File: config.mk
export PLATFORM = sky130hd
export DESIGN_NAME = ir_pulse_tx
export DESIGN_NICKNAME = d
export VERILOG_FILES = /design/src/rtl/ir_tx_pkg.sv /design/src/rtl/ir_frame_timer.sv /design/src/rtl/ir_carrier_gen.sv /design/src/rtl/ir_frame_seq.sv /design/src/rtl/ir_led_gate.sv /design/src/rtl/ir_pulse_tx.sv
export SDC_FILE = /design/constraint.sdc
export NUM_CORES = 1
export LEC_CHECK = 0
export ABC_AREA = 1
export BUFFER_PORTS_ARGS = -buffer_cell sky130_fd_sc_hd__buf_2
export CAP_MARGIN = 5
export CORE_MARGIN = 1.5
export CORE_UTILIZATION = 50
export CTS_BUF_LIST = sky130_fd_sc_hd__clkbuf_4
export CTS_CLUSTER_DIAMETER = 50
export CTS_CLUSTER_SIZE = 8
export DETAILED_ROUTE_END_ITERATION = 8
export GPL_TIMING_DRIVEN = 0
export HOLD_SLACK_MARGIN = 0.02
export PLACE_DENSITY_LB_ADDON = 0.2
export SLEW_MARGIN = 0
export SYNTH_ARGS = -nofsm -noshare
export SYNTH_HDL_FRONTEND = slang
export SYNTH_SLANG_ARGS = --single-unit
File: constraint.sdc
create_clock -name clk -period 2.15 [get_ports clk]
set_input_delay 0.43 -clock clk [delete_from_list [all_inputs] [get_ports clk]]
set_output_delay 0.43 -clock clk [all_outputs]
set_load 0.02 [all_outputs]
File: src/rtl/ir_tx_pkg.sv
`timescale 1ns/1ps
package ir_tx_pkg;
  localparam int unsigned NUM_SEG = 12;
  localparam int unsigned SEG_W   = 4;
  localparam int unsigned NUM_DIR = 4;

  typedef logic [SEG_W-1:0] seg_idx_t;

  typedef enum logic [1:0] {
    K_START,
    K_SELECT,
    K_DIR,
    K_GAP
  } seg_kind_e;

  // Even segment numbers carry a burst, odd ones are gaps.
  function automatic logic seg_is_burst(seg_idx_t s);
    return ~s[0];
  endfunction

  function automatic logic seg_is_last(seg_idx_t s);
    return s == SEG_W'(NUM_SEG - 1);
  endfunction

  function automatic seg_kind_e seg_kind(seg_idx_t s);
    if (s[0])                   return K_GAP;
    else if (s == SEG_W'(0))    return K_START;
    else if (s == SEG_W'(2))    return K_SELECT;
    else                        return K_DIR;
  endfunction

  // Segments 4, 6, 8 and 10 map to direction 0 (right) through 3 (backward).
  function automatic logic [1:0] seg_dir(seg_idx_t s);
    seg_idx_t off;
    off = s - SEG_W'(4);
    return off[2:1];
  endfunction
endpackage

File: src/rtl/ir_frame_timer.sv
`timescale 1ns/1ps
module ir_frame_timer #(
  parameter int unsigned FRAME_CYC = 10_000_000
) (
  input  logic clk,
  input  logic rst,
  output logic frame_start
);
  localparam int unsigned FW = $clog2(FRAME_CYC);

  logic [FW-1:0] cnt;

  always_ff @(posedge clk) begin
    if (rst)                             cnt <= '0;
    else if (cnt == FW'(FRAME_CYC - 1))  cnt <= '0;
    else                                 cnt <= cnt + FW'(1);
  end

  // The counter rests at zero during reset, so the first live edge starts a packet.
  assign frame_start = (cnt == '0);
endmodule

File: src/rtl/ir_carrier_gen.sv
`timescale 1ns/1ps
module ir_carrier_gen #(
  parameter int unsigned PERIOD_CYC = 2778
) (
  input  logic clk,
  input  logic rst,
  input  logic restart,
  output logic carrier_hi,
  output logic period_end
);
  localparam int unsigned CW   = $clog2(PERIOD_CYC);
  localparam int unsigned HALF = PERIOD_CYC / 2;

  logic [CW-1:0] cnt;

  always_ff @(posedge clk) begin
    if (rst || restart)   cnt <= '0;
    else if (period_end)  cnt <= '0;
    else                  cnt <= cnt + CW'(1);
  end

  assign period_end = (cnt == CW'(PERIOD_CYC - 1));
  assign carrier_hi = (cnt < CW'(HALF));
endmodule

File: src/rtl/ir_frame_seq.sv
`timescale 1ns/1ps
module ir_frame_seq
  import ir_tx_pkg::*;
#(
  parameter int unsigned START_LEN  = 192,
  parameter int unsigned SELECT_LEN = 22,
  parameter int unsigned MARK_LONG  = 44,
  parameter int unsigned MARK_SHORT = 22,
  parameter int unsigned GAP_LEN    = 40
) (
  input  logic               clk,
  input  logic               rst,
  input  logic               frame_start,
  input  logic               period_end,
  input  logic [NUM_DIR-1:0] btn,
  output logic               busy,
  output seg_idx_t           seg,
  output logic [NUM_DIR-1:0] btn_held,
  output logic               burst_on
);
  localparam int unsigned M0 = (START_LEN > SELECT_LEN) ? START_LEN : SELECT_LEN;
  localparam int unsigned M1 = (MARK_LONG > MARK_SHORT) ? MARK_LONG : MARK_SHORT;
  localparam int unsigned M2 = (M0 > M1) ? M0 : M1;
  localparam int unsigned MAX_LEN = (M2 > GAP_LEN) ? M2 : GAP_LEN;
  localparam int unsigned LW = $clog2(MAX_LEN + 1);

  logic [LW-1:0] rem;

  // Length of a segment minus one, so that a zero count marks its last period.
  function automatic logic [LW-1:0] len_m1(seg_idx_t s, logic [NUM_DIR-1:0] b);
    logic [LW-1:0] v;
    unique case (seg_kind(s))
      K_START:  v = LW'(START_LEN - 1);
      K_SELECT: v = LW'(SELECT_LEN - 1);
      K_DIR:    v = b[seg_dir(s)] ? LW'(MARK_LONG - 1) : LW'(MARK_SHORT - 1);
      default:  v = LW'(GAP_LEN - 1);
    endcase
    return v;
  endfunction

  seg_idx_t seg_nx;
  assign seg_nx = seg + SEG_W'(1);

  always_ff @(posedge clk) begin
    if (rst) begin
      busy     <= 1'b0;
      seg      <= '0;
      rem      <= '0;
      btn_held <= '0;
    end else if (frame_start) begin
      busy     <= 1'b1;
      seg      <= '0;
      rem      <= len_m1('0, btn);
      btn_held <= btn;
    end else if (busy && period_end) begin
      if (rem == '0) begin
        if (seg_is_last(seg)) begin
          busy <= 1'b0;
        end else begin
          seg <= seg_nx;
          rem <= len_m1(seg_nx, btn_held);
        end
      end else begin
        rem <= rem - LW'(1);
      end
    end
  end

  assign burst_on = busy && seg_is_burst(seg);
endmodule

File: src/rtl/ir_led_gate.sv
`timescale 1ns/1ps
module ir_led_gate (
  input  logic clk,
  input  logic rst,
  input  logic burst_on,
  input  logic carrier_hi,
  output logic led
);
  // Registered so that the LED pin sees no decode glitches.
  always_ff @(posedge clk) begin
    if (rst) led <= 1'b0;
    else     led <= burst_on && carrier_hi;
  end
endmodule

File: src/rtl/ir_pulse_tx.sv
`timescale 1ns/1ps
module ir_pulse_tx
  import ir_tx_pkg::*;
#(
  parameter int unsigned PERIOD_CYC = 2778,
  parameter int unsigned FRAME_CYC  = 10_000_000,
  parameter int unsigned START_LEN  = 192,
  parameter int unsigned SELECT_LEN = 22,
  parameter int unsigned MARK_LONG  = 44,
  parameter int unsigned MARK_SHORT = 22,
  parameter int unsigned GAP_LEN    = 40
) (
  input  logic clk,
  input  logic rst,
  input  logic btn_right,
  input  logic btn_left,
  input  logic btn_fwd,
  input  logic btn_back,
  output logic led_drive
);
  logic               frame_start;
  logic               period_end;
  logic               carrier_hi;
  logic               busy;
  logic               burst_on;
  seg_idx_t           seg;
  logic [NUM_DIR-1:0] btn_held;
  logic [NUM_DIR-1:0] btn_vec;

  // Bit 0 is right, bit 1 left, bit 2 forward and bit 3 backward, matching the burst order.
  assign btn_vec = {btn_back, btn_fwd, btn_left, btn_right};

  ir_frame_timer #(.FRAME_CYC(FRAME_CYC)) u_timer (
    .clk         (clk),
    .rst         (rst),
    .frame_start (frame_start)
  );

  ir_carrier_gen #(.PERIOD_CYC(PERIOD_CYC)) u_carrier (
    .clk        (clk),
    .rst        (rst),
    .restart    (frame_start),
    .carrier_hi (carrier_hi),
    .period_end (period_end)
  );

  ir_frame_seq #(
    .START_LEN  (START_LEN),
    .SELECT_LEN (SELECT_LEN),
    .MARK_LONG  (MARK_LONG),
    .MARK_SHORT (MARK_SHORT),
    .GAP_LEN    (GAP_LEN)
  ) u_seq (
    .clk         (clk),
    .rst         (rst),
    .frame_start (frame_start),
    .period_end  (period_end),
    .btn         (btn_vec),
    .busy        (busy),
    .seg         (seg),
    .btn_held    (btn_held),
    .burst_on    (burst_on)
  );

  ir_led_gate u_led (
    .clk        (clk),
    .rst        (rst),
    .burst_on   (burst_on),
    .carrier_hi (carrier_hi),
    .led        (led_drive)
  );
endmodule

==> results.py <==
metrics = {
    "drt": {
        "avgRoutedWirePerCell_um": 12.4,
        "routed_wl_um": 6660,
        "dr.first_iter.drc_count": 162,
        "via_per_inst": 5.25,
        "num_vias": 2821,
        "drc": 0,
        "postRouteAntennaNets": 0,
        "dr.pass1.iters": 5,
    },
    "synth": {
        "synth.cell_area_um2": 3110,
        "syn_inst": 448,
        "synth_top_area_share_pct": 34.8,
        "yosysTopAreaCell": "dfxtp_1",
        "synth_area_leaders": "dfxtp_1 (35%), nand2_1 (11%), inv_1 (7.1%)",
        "ys_warn_count": 0,
        "yosysUniqueCellTypes": 31,
        "synth_fp_nets": 464,
        "synth_common_cells": "nand2_1 (89), inv_1 (59), nor2_1 (56), dfxtp_1 (54), nand3_1 (41)",
        "ys.flop_type": "dfxtp_1",
        "yosysSeqAreaShare_pct": 34.8,
        "syn_area_per_cell_um2": 6.93,
        "synth_most_common_cell": "nand2_1",
        "synth_seq_cells": 54,
        "synth_edf_count": 0,
        "async_flop_share_pct": 0,
    },
    "layout": {
        "nets": 477,
        "n_fill_cell": 589,
        "n_antenna_cell": 0,
        "seqCellArea_um2": 1080,
        "area_growth_pct": 5.88,
        "multi_input_area_um2": 1760,
        "drive_gt1_share_pct": 10.4,
    },
    "cts": {
        "cts_num_sinks": 54,
        "cts_resized": 0,
        "h-tree-depth": 2,
        "cts_tree": "done",
        "cts_setup_buffers": 0,
        "cts.clk_slew.worst_paths_ps": 170,
        "clock_path_buffers": 2,
        "clk_latency_ps": 390,
        "clockRootBuffer": "clkbuf_4",
        "cts_hold_buf": 0,
        "cts_buffers": 5,
    },
    "power": {
        "vdd_drop_max_uv": 336,
        "powerDensity_nw_per_um2": 537,
        "power.switching_uw": 504,
        "comb_power_share_pct": 13.0,
        "power_frac_clock_pct": 26.8,
        "power.share.switching_pct": 28.5,
        "internal_power_uw": 1260,
        "pwr-share-seq_pct": 60.1,
        "leakage_uw": 0.00122,
    },
    "placement": {
        "gp_congestion": 0.967,
        "dp_hpwl_um": 5100,
        "place_ws_ps": 243,
        "portBuffers": 6,
    },
    "global_routing": {
        "antenna_found_initial": 0,
        "gr-total-overflow": 0,
        "grt_pass1_vias": 2496,
        "grt_usage_pct": 21.3,
        "grt_max_degree": 17,
        "grt_first_pass_wirelength_um": 11100,
    },
    "timing": {
        "final.min_clock_period_ps": 1960,
        "hold_viol_final": 0,
        "fin_crit_sh_pct": 91.3,
        "fin_worst_skew_ps": 29.0,
        "slew_violations": 0,
        "fmax_mhz": 509,
        "relSlewSlack_pct": 72.2,
        "fin_setup_tns_ps": 0,
        "setup-violations-final": 0,
        "tightest_slew_ps": 414,
        "rsz0062_at_grt": "no",
        "finalWorstSetupSlack_ps": 187,
    },
    "hold_path": {
        "hold_start": "rst",
        "hold_path.class": "input pin to flip-flop",
    },
    "run_status": {
        "status": "complete, no violations",
    },
    "critical_path": {
        "endpoint_kind": "flip-flop",
        "crit_required_ps": 2420,
        "cp-startpoint": "u_timer.cnt[0]",
        "critPathArrivalTime_ps": 2240,
        "rr_startpoint": "u_timer.cnt[0]",
        "startpoint_type": "flip-flop",
        "crit_type": "flip-flop to flip-flop",
        "cp_max_fo": 10,
    },
    "run": {
        "maxCapViolCount": 0,
    },
    "floorplan": {
        "pin_count": 7,
        "die_x_um": 81.8,
        "die_h_um": 81.8,
        "die_area_um2": 6700,
        "rows": 28,
        "core-area_um2": 5960,
        "initial_utilization_pct": 52.2,
    },
}
==> power groups by stage <==
stage / clock network, µW / logic, µW / registers (µW)
finish: 474 / 230 / 1060
detailed placement: 0 / 230 / 1080
CTS: 485 / 231 / 1060
global route: 518 / 264 / 1070
floorplan: 0 / 178 / 1080
global placement: 0 / 225 / 1080
==> placed cells by master (no fill, tap or decap) <==
cell,Yosys,final
nand3_1,41,41
xor2_1,9,9
nand3_2,2,2
nor3b_2,2,2
nand2b_1,1,1
a21oi_1,25,25
o21ai_0,17,17
inv_1,59,59
clkbuf_2,1,1
nor2_1,56,56
nor3_2,5,5
clkinv_2,0,1
nor3b_1,7,7
nand2_4,2,2
nand2_2,4,4
xnor2_1,6,6
nor3_1,14,14
nand4_1,18,18
nand2_1,89,89
ha_1,10,10
dfxtp_1,54,54
nand3b_1,3,3
clkinv_4,0,1
buf_4,3,3
or2_2,4,4
a31oi_1,1,1
nor4_1,2,2
o31ai_1,2,2
nor2_8,1,1
clkbuf_4,0,6
inv_2,2,2
nor2_4,4,4
buf_2,2,8
nor2_2,2,2
==> cell type report <==
cell class	instances	area share (%)
clock buffers	6	1.37
multi-input cells	327	53.5
inverters	61	6.96
well taps	75	2.85
repair buffers	6	0.913
clock inverters	2	0.418
plain buffers	6	1.14
flip-flops and latches	54	32.9
==> cells by family (layout without fill, tap and decap cells) <==
kind of cell    after synthesis  in the layout  synth area share (%)
compound gates               45             45                  7.45
flops                        54             54                  34.8
fa+ha+maj                    10             10                  4.03
simple gates                257            257                  40.9
buf+inv                      67             81                  8.58
xor+xnor                     15             15                  4.23
==> worst paths after layout <==
check / end / slack [ps] / cells past startpoint
hold / removal: u_seq.rem[6] / 210 / 2
hold reg to reg: u_seq.btn_held[2] / 470 / 2
setup reg to reg: u_timer.cnt[15] / 190 / 9
setup / recovery: u_timer.cnt[15] / 190 / 9
==> registers in the layout, summed over array words and instances, names as in the netlist <==
signal and flops:
u_carrier.cnt 12, u_seq.busy 1, u_seq.btn_held 4, u_led.led 1
u_timer.cnt 24, u_seq.seg 4, u_seq.rem 8
==> worst max-delay path: stages (launching register included) <==
cell and delay, ps:
dfxtp_1 440, ha_1 270, nand2_1 130, nor2_4 180, inv_2 100, nor2_2 170
nand3_1 120, nand2_2 150, buf_4 220, nor2_1 70
==> per-stage QoR <==
stage / utilization [%] / cell area, µm² / instances / total power [µW] / hold slack [ps]
6_report: 55.2 / 3290 / 537 / 1770 / 210
5_1_grt: 55.2 / 3290 / 537 / 1850 / 204
4_1_cts: 55.2 / 3290 / 537 / 1780 / 209
3_5_place_dp: 54.2 / 3230 / 529 / 1310 / 441
3_3_place_gp: 54.2 / 3230 / 529 / 1310 / 437
2_1_floorplan: - / 3110 / 448 / 1260 / 419
==> layer usage <==
layer	share of wire [%]	vias to the layer above	global-route usage, %
met5	0	-	0
met4	2.2	0	6.95
met3	3.8	17	4.22
met2	43	50	32.4
met1	51	1275	29.9
li1	-	1479	-
Note: power is estimated with default switching activity, not from simulation.
